`src/rtl/irr_pkg.sv`:
```
package irr_pkg;

  // Bus offsets, compared against the low address byte
  localparam logic [7:0] OFF_SELECT = 8'h00;
  localparam logic [7:0] OFF_WINDOW = 8'h10;

  // Select values with a fixed meaning
  localparam logic [7:0] SEL_ID       = 8'h00;
  localparam logic [7:0] SEL_VERSION  = 8'h01;
  localparam logic [7:0] SEL_ARB      = 8'h02;
  localparam logic [7:0] SEL_TBL_BASE = 8'h10;

  // Bit positions inside a 64-bit entry
  localparam int B_VEC_LO   = 0;
  localparam int B_DLV_LO   = 8;
  localparam int B_DMODE    = 11;
  localparam int B_DSTAT    = 12;
  localparam int B_POL      = 13;
  localparam int B_RIRR     = 14;
  localparam int B_TRIG     = 15;
  localparam int B_MASK     = 16;
  localparam int B_DEST_LO  = 56;

  localparam logic [63:0] ENTRY_RESET = 64'h0000_0000_0001_0000;

  typedef enum logic [2:0] {
    WK_NONE,
    WK_ID,
    WK_ARB,
    WK_VER,
    WK_TBL
  } win_kind_t;

endpackage

```
`src/rtl/irr_ctrl_regs.sv`:
```
module irr_ctrl_regs
  import irr_pkg::*;
#(
  parameter int ADDR_W = 32,
  parameter int NPINS  = 48,
  parameter int IDX_W  = 6
) (
  input  logic              clk,
  input  logic              rst_n,
  input  logic              bus_en,
  input  logic              bus_we,
  input  logic [ADDR_W-1:0] bus_addr,
  input  logic [31:0]       bus_wdata,
  output logic [7:0]        sel_q,
  output logic [3:0]        id_q,
  output logic              off_sel,
  output logic              off_win,
  output win_kind_t         win_kind,
  output logic [IDX_W-1:0]  tbl_idx,
  output logic              tbl_hi,
  output logic              tbl_wr_lo,
  output logic              tbl_wr_hi
);

  logic       sel_wr;
  logic       win_wr;
  logic [8:0] rel;
  logic       tbl_ok;
  logic [7:0] sel_d;
  logic [3:0] id_d;
  logic       id_en;

  always_comb begin
    off_sel = (bus_addr[7:0] == OFF_SELECT);
    off_win = (bus_addr[7:0] == OFF_WINDOW);
    sel_wr  = bus_en && bus_we && off_sel;
    win_wr  = bus_en && bus_we && off_win;
  end

  // Table decode: index = (select - base) >> 1, half = select bit 0
  always_comb begin
    rel     = {1'b0, sel_q} - {1'b0, SEL_TBL_BASE};
    tbl_ok  = !rel[8] && (int'(rel[7:1]) < NPINS);
    tbl_idx = IDX_W'(rel[7:1]);
    tbl_hi  = sel_q[0];
  end

  always_comb begin
    unique case (sel_q)
      SEL_ID:      win_kind = WK_ID;
      SEL_ARB:     win_kind = WK_ARB;
      SEL_VERSION: win_kind = WK_VER;
      default:     win_kind = tbl_ok ? WK_TBL : WK_NONE;
    endcase
  end

  always_comb begin
    tbl_wr_lo = win_wr && (win_kind == WK_TBL) && !tbl_hi;
    tbl_wr_hi = win_wr && (win_kind == WK_TBL) && tbl_hi;
    id_en     = win_wr && (win_kind == WK_ID);
    id_d      = bus_wdata[27:24];
    sel_d     = bus_wdata[7:0];
  end

  always_ff @(posedge clk or negedge rst_n) begin
    if (!rst_n) begin
      sel_q <= '0;
    end else if (sel_wr) begin
      sel_q <= sel_d;
    end
  end

  always_ff @(posedge clk or negedge rst_n) begin
    if (!rst_n) begin
      id_q <= '0;
    end else if (id_en) begin
      id_q <= id_d;
    end
  end


  stray_wr_chk: assert property (@(posedge clk) disable iff (!rst_n)
    (bus_en && bus_we && !off_sel && !off_win) |=> ($stable(sel_q) && $stable(id_q)));


  ver_wr_chk: assert property (@(posedge clk) disable iff (!rst_n)
    (win_wr && (win_kind == WK_VER)) |=> $stable(id_q));


  arb_wr_chk: assert property (@(posedge clk) disable iff (!rst_n)
    (win_wr && (win_kind == WK_ARB)) |=> $stable(id_q));


  tbl_strobe_chk: assert property (@(posedge clk) disable iff (!rst_n)
    $onehot0({tbl_wr_lo, tbl_wr_hi}));

endmodule

```
`src/rtl/irr_entry.sv`:
```
module irr_entry
  import irr_pkg::*;
(
  input  logic        clk,
  input  logic        rst_n,
  input  logic        wr_lo,
  input  logic        wr_hi,
  input  logic [31:0] wdata,
  input  logic        irr_upd,
  input  logic        irr_val,
  output logic [63:0] q
);

  logic [63:0] d;
  logic        en;

  always_comb begin
    d = q;
    if (wr_hi) begin
      d[63:32] = wdata;
    end
    if (wr_lo) begin
      d[31:0]    = wdata;
      d[B_DSTAT] = 1'b0;
      d[B_RIRR]  = q[B_RIRR];
    end
    if (irr_upd) begin
      d[B_RIRR] = irr_val;
    end
    en = wr_lo || wr_hi || irr_upd;
  end

  always_ff @(posedge clk or negedge rst_n) begin
    if (!rst_n) begin
      q <= ENTRY_RESET;
    end else if (en) begin
      q <= d;
    end
  end


  lo_status_chk: assert property (@(posedge clk) disable iff (!rst_n)
    wr_lo |=> (q[B_DSTAT] == 1'b0));


  lo_irr_keep_chk: assert property (@(posedge clk) disable iff (!rst_n)
    (wr_lo && !irr_upd) |=> (q[B_RIRR] == $past(q[B_RIRR])));


  hi_keep_low_chk: assert property (@(posedge clk) disable iff (!rst_n)
    (wr_hi && !wr_lo && !irr_upd) |=> (q[31:0] == $past(q[31:0])));


  irr_upd_chk: assert property (@(posedge clk) disable iff (!rst_n)
    irr_upd |=> (q[B_RIRR] == $past(irr_val)));

endmodule

```
`src/rtl/irr_readback.sv`:
```
module irr_readback
  import irr_pkg::*;
#(
  parameter int          NPINS   = 48,
  parameter int          IDX_W   = 6,
  parameter logic [7:0]  VERSION = 8'h11
) (
  input  logic                   clk,
  input  logic                   rst_n,
  input  logic                   rd,
  input  logic                   off_sel,
  input  logic                   off_win,
  input  win_kind_t              win_kind,
  input  logic [IDX_W-1:0]       tbl_idx,
  input  logic                   tbl_hi,
  input  logic [7:0]             sel_q,
  input  logic [3:0]             id_q,
  input  logic [NPINS-1:0][63:0] tbl_q,
  output logic [31:0]            rdata
);

  localparam logic [7:0] LAST_PIN = 8'(NPINS - 1);

  logic [63:0] picked;
  logic [31:0] win_val;
  logic [31:0] rd_val;

  always_comb begin
    picked = '0;
    for (int i = 0; i < NPINS; i++) begin
      if (tbl_idx == IDX_W'(i)) begin
        picked = tbl_q[i];
      end
    end
  end

  always_comb begin
    unique case (win_kind)
      WK_VER:        win_val = {8'h00, LAST_PIN, 8'h00, VERSION};
      WK_ID, WK_ARB: win_val = {4'h0, id_q, 24'h000000};
      WK_TBL:        win_val = tbl_hi ? picked[63:32] : picked[31:0];
      default:       win_val = '0;
    endcase
  end

  always_comb begin
    if (off_sel) begin
      rd_val = {24'h000000, sel_q};
    end else if (off_win) begin
      rd_val = win_val;
    end else begin
      rd_val = '0;
    end
  end

  always_ff @(posedge clk or negedge rst_n) begin
    if (!rst_n) begin
      rdata <= '0;
    end else if (rd) begin
      rdata <= rd_val;
    end
  end


  stray_rd_chk: assert property (@(posedge clk) disable iff (!rst_n)
    (rd && !off_sel && !off_win) |=> (rdata == 32'h0));


  rdata_hold_chk: assert property (@(posedge clk) disable iff (!rst_n)
    !rd |=> $stable(rdata));

endmodule

```
`src/rtl/irr_regblock.sv`:
```
module irr_regblock
  import irr_pkg::*;
#(
  parameter int         ADDR_W  = 32,
  parameter int         NPINS   = 48,
  parameter logic [7:0] VERSION = 8'h11,
  localparam int        IDX_W   = (NPINS > 1) ? $clog2(NPINS) : 1
) (
  input  logic                 clk,
  input  logic                 rst_n,
  input  logic                 bus_en,
  input  logic                 bus_we,
  input  logic [ADDR_W-1:0]    bus_addr,
  input  logic [31:0]          bus_wdata,
  output logic [31:0]          bus_rdata,
  input  logic                 irr_upd_valid,
  input  logic [IDX_W-1:0]     irr_upd_idx,
  input  logic                 irr_upd_value,
  output logic [NPINS*8-1:0]   ent_vector,
  output logic [NPINS*3-1:0]   ent_dlv_mode,
  output logic [NPINS-1:0]     ent_dest_mode,
  output logic [NPINS-1:0]     ent_dlv_status,
  output logic [NPINS-1:0]     ent_polarity,
  output logic [NPINS-1:0]     ent_remote_irr,
  output logic [NPINS-1:0]     ent_trig_level,
  output logic [NPINS-1:0]     ent_mask,
  output logic [NPINS*8-1:0]   ent_dest_id
);

  logic [7:0]             sel_q;
  logic [3:0]             id_q;
  logic                   off_sel;
  logic                   off_win;
  win_kind_t              win_kind;
  logic [IDX_W-1:0]       tbl_idx;
  logic                   tbl_hi;
  logic                   tbl_wr_lo;
  logic                   tbl_wr_hi;
  logic                   rd;
  logic [NPINS-1:0][63:0] tbl_q;

  assign rd = bus_en && !bus_we;

  irr_ctrl_regs #(
    .ADDR_W (ADDR_W),
    .NPINS  (NPINS),
    .IDX_W  (IDX_W)
  ) u_ctrl (
    .clk       (clk),
    .rst_n     (rst_n),
    .bus_en    (bus_en),
    .bus_we    (bus_we),
    .bus_addr  (bus_addr),
    .bus_wdata (bus_wdata),
    .sel_q     (sel_q),
    .id_q      (id_q),
    .off_sel   (off_sel),
    .off_win   (off_win),
    .win_kind  (win_kind),
    .tbl_idx   (tbl_idx),
    .tbl_hi    (tbl_hi),
    .tbl_wr_lo (tbl_wr_lo),
    .tbl_wr_hi (tbl_wr_hi)
  );

  for (genvar g = 0; g < NPINS; g++) begin : g_pin
    logic hit;
    logic upd;

    assign hit = (tbl_idx == IDX_W'(g));
    assign upd = irr_upd_valid && (irr_upd_idx == IDX_W'(g));

    irr_entry u_entry (
      .clk     (clk),
      .rst_n   (rst_n),
      .wr_lo   (tbl_wr_lo && hit),
      .wr_hi   (tbl_wr_hi && hit),
      .wdata   (bus_wdata),
      .irr_upd (upd),
      .irr_val (irr_upd_value),
      .q       (tbl_q[g])
    );

    assign ent_vector[g*8 +: 8]   = tbl_q[g][B_VEC_LO +: 8];
    assign ent_dlv_mode[g*3 +: 3] = tbl_q[g][B_DLV_LO +: 3];
    assign ent_dest_mode[g]       = tbl_q[g][B_DMODE];
    assign ent_dlv_status[g]      = tbl_q[g][B_DSTAT];
    assign ent_polarity[g]        = tbl_q[g][B_POL];
    assign ent_remote_irr[g]      = tbl_q[g][B_RIRR];
    assign ent_trig_level[g]      = tbl_q[g][B_TRIG];
    assign ent_mask[g]            = tbl_q[g][B_MASK];
    assign ent_dest_id[g*8 +: 8]  = tbl_q[g][B_DEST_LO +: 8];
  end

  irr_readback #(
    .NPINS   (NPINS),
    .IDX_W   (IDX_W),
    .VERSION (VERSION)
  ) u_readback (
    .clk      (clk),
    .rst_n    (rst_n),
    .rd       (rd),
    .off_sel  (off_sel),
    .off_win  (off_win),
    .win_kind (win_kind),
    .tbl_idx  (tbl_idx),
    .tbl_hi   (tbl_hi),
    .sel_q    (sel_q),
    .id_q     (id_q),
    .tbl_q    (tbl_q),
    .rdata    (bus_rdata)
  );


  irr_range_chk: assert property (@(posedge clk) disable iff (!rst_n)
    (irr_upd_valid && (int'(irr_upd_idx) >= NPINS)) |=> $stable(ent_remote_irr));

endmodule

```
`config.mk`:
```
export PLATFORM = sky130hd
export DESIGN_NAME = irr_regblock
export DESIGN_NICKNAME = d
export VERILOG_FILES = /design/src/rtl/irr_pkg.sv /design/src/rtl/irr_ctrl_regs.sv /design/src/rtl/irr_entry.sv /design/src/rtl/irr_readback.sv /design/src/rtl/irr_regblock.sv
export SDC_FILE = /design/constraint.sdc
export NUM_CORES = 2
export LEC_CHECK = 0
export ABC_CLOCK_PERIOD_IN_PS = 4400
export BUFFER_PORTS_ARGS = -buffer_cell sky130_fd_sc_hd__buf_2
export CAP_MARGIN = 10
export CELL_PAD_IN_SITES_DETAIL_PLACEMENT = 0
export CELL_PAD_IN_SITES_GLOBAL_PLACEMENT = 1
export CORE_MARGIN = 2
export CORE_UTILIZATION = 45
export CTS_BUF_LIST = sky130_fd_sc_hd__clkbuf_4
export DETAILED_ROUTE_END_ITERATION = 8
export HOLD_SLACK_MARGIN = 0.08
export PLACE_DENSITY_LB_ADDON = 0.1
export REMOVE_ABC_BUFFERS = 1
export SLEW_MARGIN = 20
export SYNTH_ARGS = -nofsm -noshare
export SYNTH_HDL_FRONTEND = slang
export SYNTH_HIERARCHICAL = 1
export SYNTH_SLANG_ARGS = --single-unit
export TNS_END_PERCENT = 30
```
`constraint.sdc`:
```
create_clock -name clk -period 4.4 [get_ports clk]
set_input_delay 0.44 -clock clk [delete_from_list [all_inputs] [get_ports clk]]
set_output_delay 0.44 -clock clk [all_outputs]
set_load 0.02 [all_outputs]
```
==> impl_metrics.py <==
metrics = {
    "grt": {
        "use_met1_pct": 57.92,
        "grt_antenna_before_repair": 78,
        "grt_use_total_pct": 45.44,
        "grt_use_met3_pct": 13.40,
        "top_usage_layer": "met2",
        "grt_pass1_vias": 120100,
        "grt_pass1_wl_microns": 1042000,
        "grt_max_degree": 131,
        "grt_overflow": 0,
        "grtUsageMet2_pct": 65.68,
    },
    "timing": {
        "clock.fmax_ghz": 0.2193,
        "maxSlewViolCount": 0,
        "setup_viol": 11,
        "slew_headroom_pct": 11.85,
        "rsz0062_at_grt": "yes",
        "fin_skew_ns": 0.1638,
        "hold_viol_final": 0,
        "fin_ws_ns": -0.1599,
        "period_minus_slack_ns": 4.560,
        "tns_ns": -0.8326,
        "post-route-period-util_pct": 103.6,
        "tightest_slew_ns": 1.308,
    },
    "logic_synthesis": {
        "yosysTopAreaCell": "dfrtp_1",
        "yosysUniqueCellTypes": 109,
        "synth_cells": 10740,
        "synth_top_area_share_pct": 51.05,
        "ys_ff_latch": 3068,
        "synth_area_leaders": "dfrtp_1, mux2_4, mux2_2",
        "async_reset_ff_share_pct": 100.0,
        "synth_ff_type": "dfrtp_1",
        "synth_seq_area_share_pct": 51.90,
        "syn_area_per_cell_sq_um": 13.79,
        "synth_edf_count": 0,
        "ys_warn_count": 6,
        "synthesis.area_sq_um": 148000,
    },
    "job": {
        "drv_cap": 0,
    },
    "final_layout": {
        "fillers": 28210,
        "final_common_cell": "dfrtp_1",
        "layout.cells.non_filler": 18290,
        "drive_gt1_share_pct": 51.59,
        "final_cell_mix": "dfrtp_1, mux2_2, mux2_4",
        "utilization_pct": 54.82,
        "area_delta_synth_final_pct": 21.24,
        "stdcell_area_sq_um": 179500,
        "fin_nets": 13290,
    },
    "route": {
        "dr_total_vias": 121200,
        "wl_microns": 777100,
        "drt_pass1_iterations": 9,
        "drt_iter0_drc": 16460,
        "drc": 0,
        "wire_per_inst_microns": 42.49,
        "ant_nets": 0,
        "vias_per_cell": 6.628,
    },
    "placement": {
        "hpwl_microns": 517600,
        "io_buffers": 1235,
        "place_congestion": 0.9668,
        "placed_cells": 16560,
        "place_area_sq_um": 166200,
    },
    "run_status": {
        "violations": "setup timing",
        "status": "finished, violations left",
    },
    "setup_path": {
        "criticalPathCategory": "register to register",
        "cp.arrival_ns": 6.24,
        "cp-start-kind": "register",
        "end_kind": "register",
        "crit_required_ns": 6.08,
        "critical_path_peak_fanout": 22,
    },
    "floorplanning": {
        "initial_core_util_pct": 45.22,
        "die_h_microns": 577.6,
        "ios": 1308,
        "core_area_sq_um": 327400,
        "dieWidth_microns": 577.6,
        "rows": 210,
        "die-area_sq_um": 333600,
    },
    "power": {
        "vdd_drop_max_uv": 258.1,
        "power_mw": 58.77,
        "p_leak_nw": 88.49,
        "p_per_area_nw_per_um2": 327.4,
    },
    "clocking": {
        "clk-insertion-delay-late_ns": 1.83,
        "path_clk_slew_ns": 0.07,
        "cts_tree": "yes",
        "cts-root-buf": "clkbuf_4",
        "htreeDepth": 6,
        "cts_sinks": 3068,
        "cts_inserted_buffers": 834,
        "clock_path_buffers": 4,
    },
    "min_path": {
        "hold_class": "input pin to register",
    },
}
-- flip-flops by register name (all words and copies together), names as in the netlist --
signal / flops
u_ctrl/id_q: 4
u_readback/rdata: 32
g_pin.u_entry/q: 3024
u_ctrl/sel_q: 8
-- where the power goes --
| group | leakage [nW] | internal [mW] | switching [mW] |
|---|---|---|---|
| combinational | 39.3 | 0.657 | 2.35 |
| sequential | 42.7 | 28.3 | 0.109 |
| clock | 6.57 | 14.2 | 13.2 |
-- critical path, stage by stage (launching register included) --
cell	delay, ns
dfrtp_1	0.40
inv_2	0.10
ha_2	0.30
inv_1	0.23
buf_4	0.20
buf_4	0.14
nand4bb_4	0.31
nor2_4	0.62
buf_12	0.38
a221oi_1	0.23
and3_1	0.33
a31oi_4	0.41
buf_12	0.16
o221ai_2	0.16
buf_4	0.19
a211oi_1	0.24
-- per-stage QoR --
| stage | setup slack [ns] | hold slack, ns |
|---|---|---|
| 6_report | -0.1599 | 0.1337 |
| 5_1_grt | -0.02953 | 0.1085 |
| 4_1_cts | 0.001565 | 0.08479 |
| 3_5_place_dp | -0.4334 | 0.4849 |
| 3_3_place_gp | -0.7557 | 0.4731 |
| 2_1_floorplan | -11.83 | 0.1444 |
-- cell families (layout without fill, tap and decap cells) --
kind of cell / Yosys count / after routing / share of synthesized area [%]
AND/OR/NAND/NOR: 1319 / 1319 / 4.478
other: 48 / 99 / 0.1217
multiplexers: 3190 / 3190 / 28.03
buffers and inverters: 907 / 4061 / 5.008
adder cells (fa/ha/maj): 1 / 1 / 0.008451
XOR/XNOR: 4 / 4 / 0.02367
AO/OA/AOI/OAI: 2200 / 2200 / 10.42
flip-flops: 3068 / 3068 / 51.90
-- cells in the mapped netlist, types with 20 or more instances --
master / instances
buf_12: 145
a222oi_1: 80
o211ai_1: 44
dfrtp_1: 3020
nor4_1: 23
mux2_4: 1444
buf_2: 260
a22oi_1: 579
o2bb2ai_1: 34
mux4_2: 25
clkbuf_1: 140
buf_4: 229
a211oi_1: 58
nor3_1: 62
buf_6: 62
nand3_1: 132
a2111oi_0: 49
buf_1: 51
a21oi_1: 395
mux2i_1: 102
a22o_1: 55
mux2_2: 1619
o221ai_1: 66
a31oi_1: 31
o2111ai_1: 20
nor2_1: 404
nand2_1: 350
a221o_1: 26
o22ai_1: 88
dfstp_2: 48
conb_1: 48
and3_1: 91
nor2b_1: 21
o21ai_0: 365
nand4_1: 66
a221oi_1: 147
-- final cells by class --
class                      instances  area, sq um  share of cell area (%)
tap                             4346         5438                   3.030
clock buffer                    1306         9804                   5.463
inverter                          20        82.58                 0.04601
timing repair buffer            2528        20710                   11.54
sequential                      3068        76850                   42.82
multi-input combinational       6762        65190                   36.32
antenna                           51        127.6                 0.07111
clock inverter                   207         1279                  0.7125
-- routing by layer --
layer  vias up  share of wire, %
li1      45770                 -
met1     63610                37
met2      9412                42
met3      2391                12
met4        22               8.8
met5         -             0.022
-- final timing paths --
path                                                      from                                   to  slack (ns)  cells past startpoint
setup / recovery                   u_ctrl/sel_q[4]$_DFFE_PN0P_     u_readback/rdata[29]$_DFFE_PN0P_       -0.16                     15
hold / removal                                   bus_wdata[11]  g_pin[31].u_entry/q[43]$_DFFE_PN0P_        0.13                      3
setup reg to reg                   u_ctrl/sel_q[4]$_DFFE_PN0P_     u_readback/rdata[29]$_DFFE_PN0P_       -0.16                     15
hold reg to reg            g_pin[10].u_entry/q[22]$_DFFE_PN0P_  g_pin[10].u_entry/q[22]$_DFFE_PN0P_        0.50                      1
max in group asynchronous                                rst_n  g_pin[42].u_entry/q[25]$_DFFE_PN0P_        2.20                      7
min in group asynchronous                                rst_n   g_pin[9].u_entry/q[63]$_DFFE_PN0P_        0.61                      5
-- timing repair --
item                                   in CTS  in global routing
gates cloned                                1                  0
pin swaps                                  10                  4
buffers inserted                           12                  5
endpoints found under the hold margin    6125                 50
setup endpoints to repair                  12                 18
resized for setup                          17                 21
hold buffers                              142                  2
(Power assumes the default switching activity.)
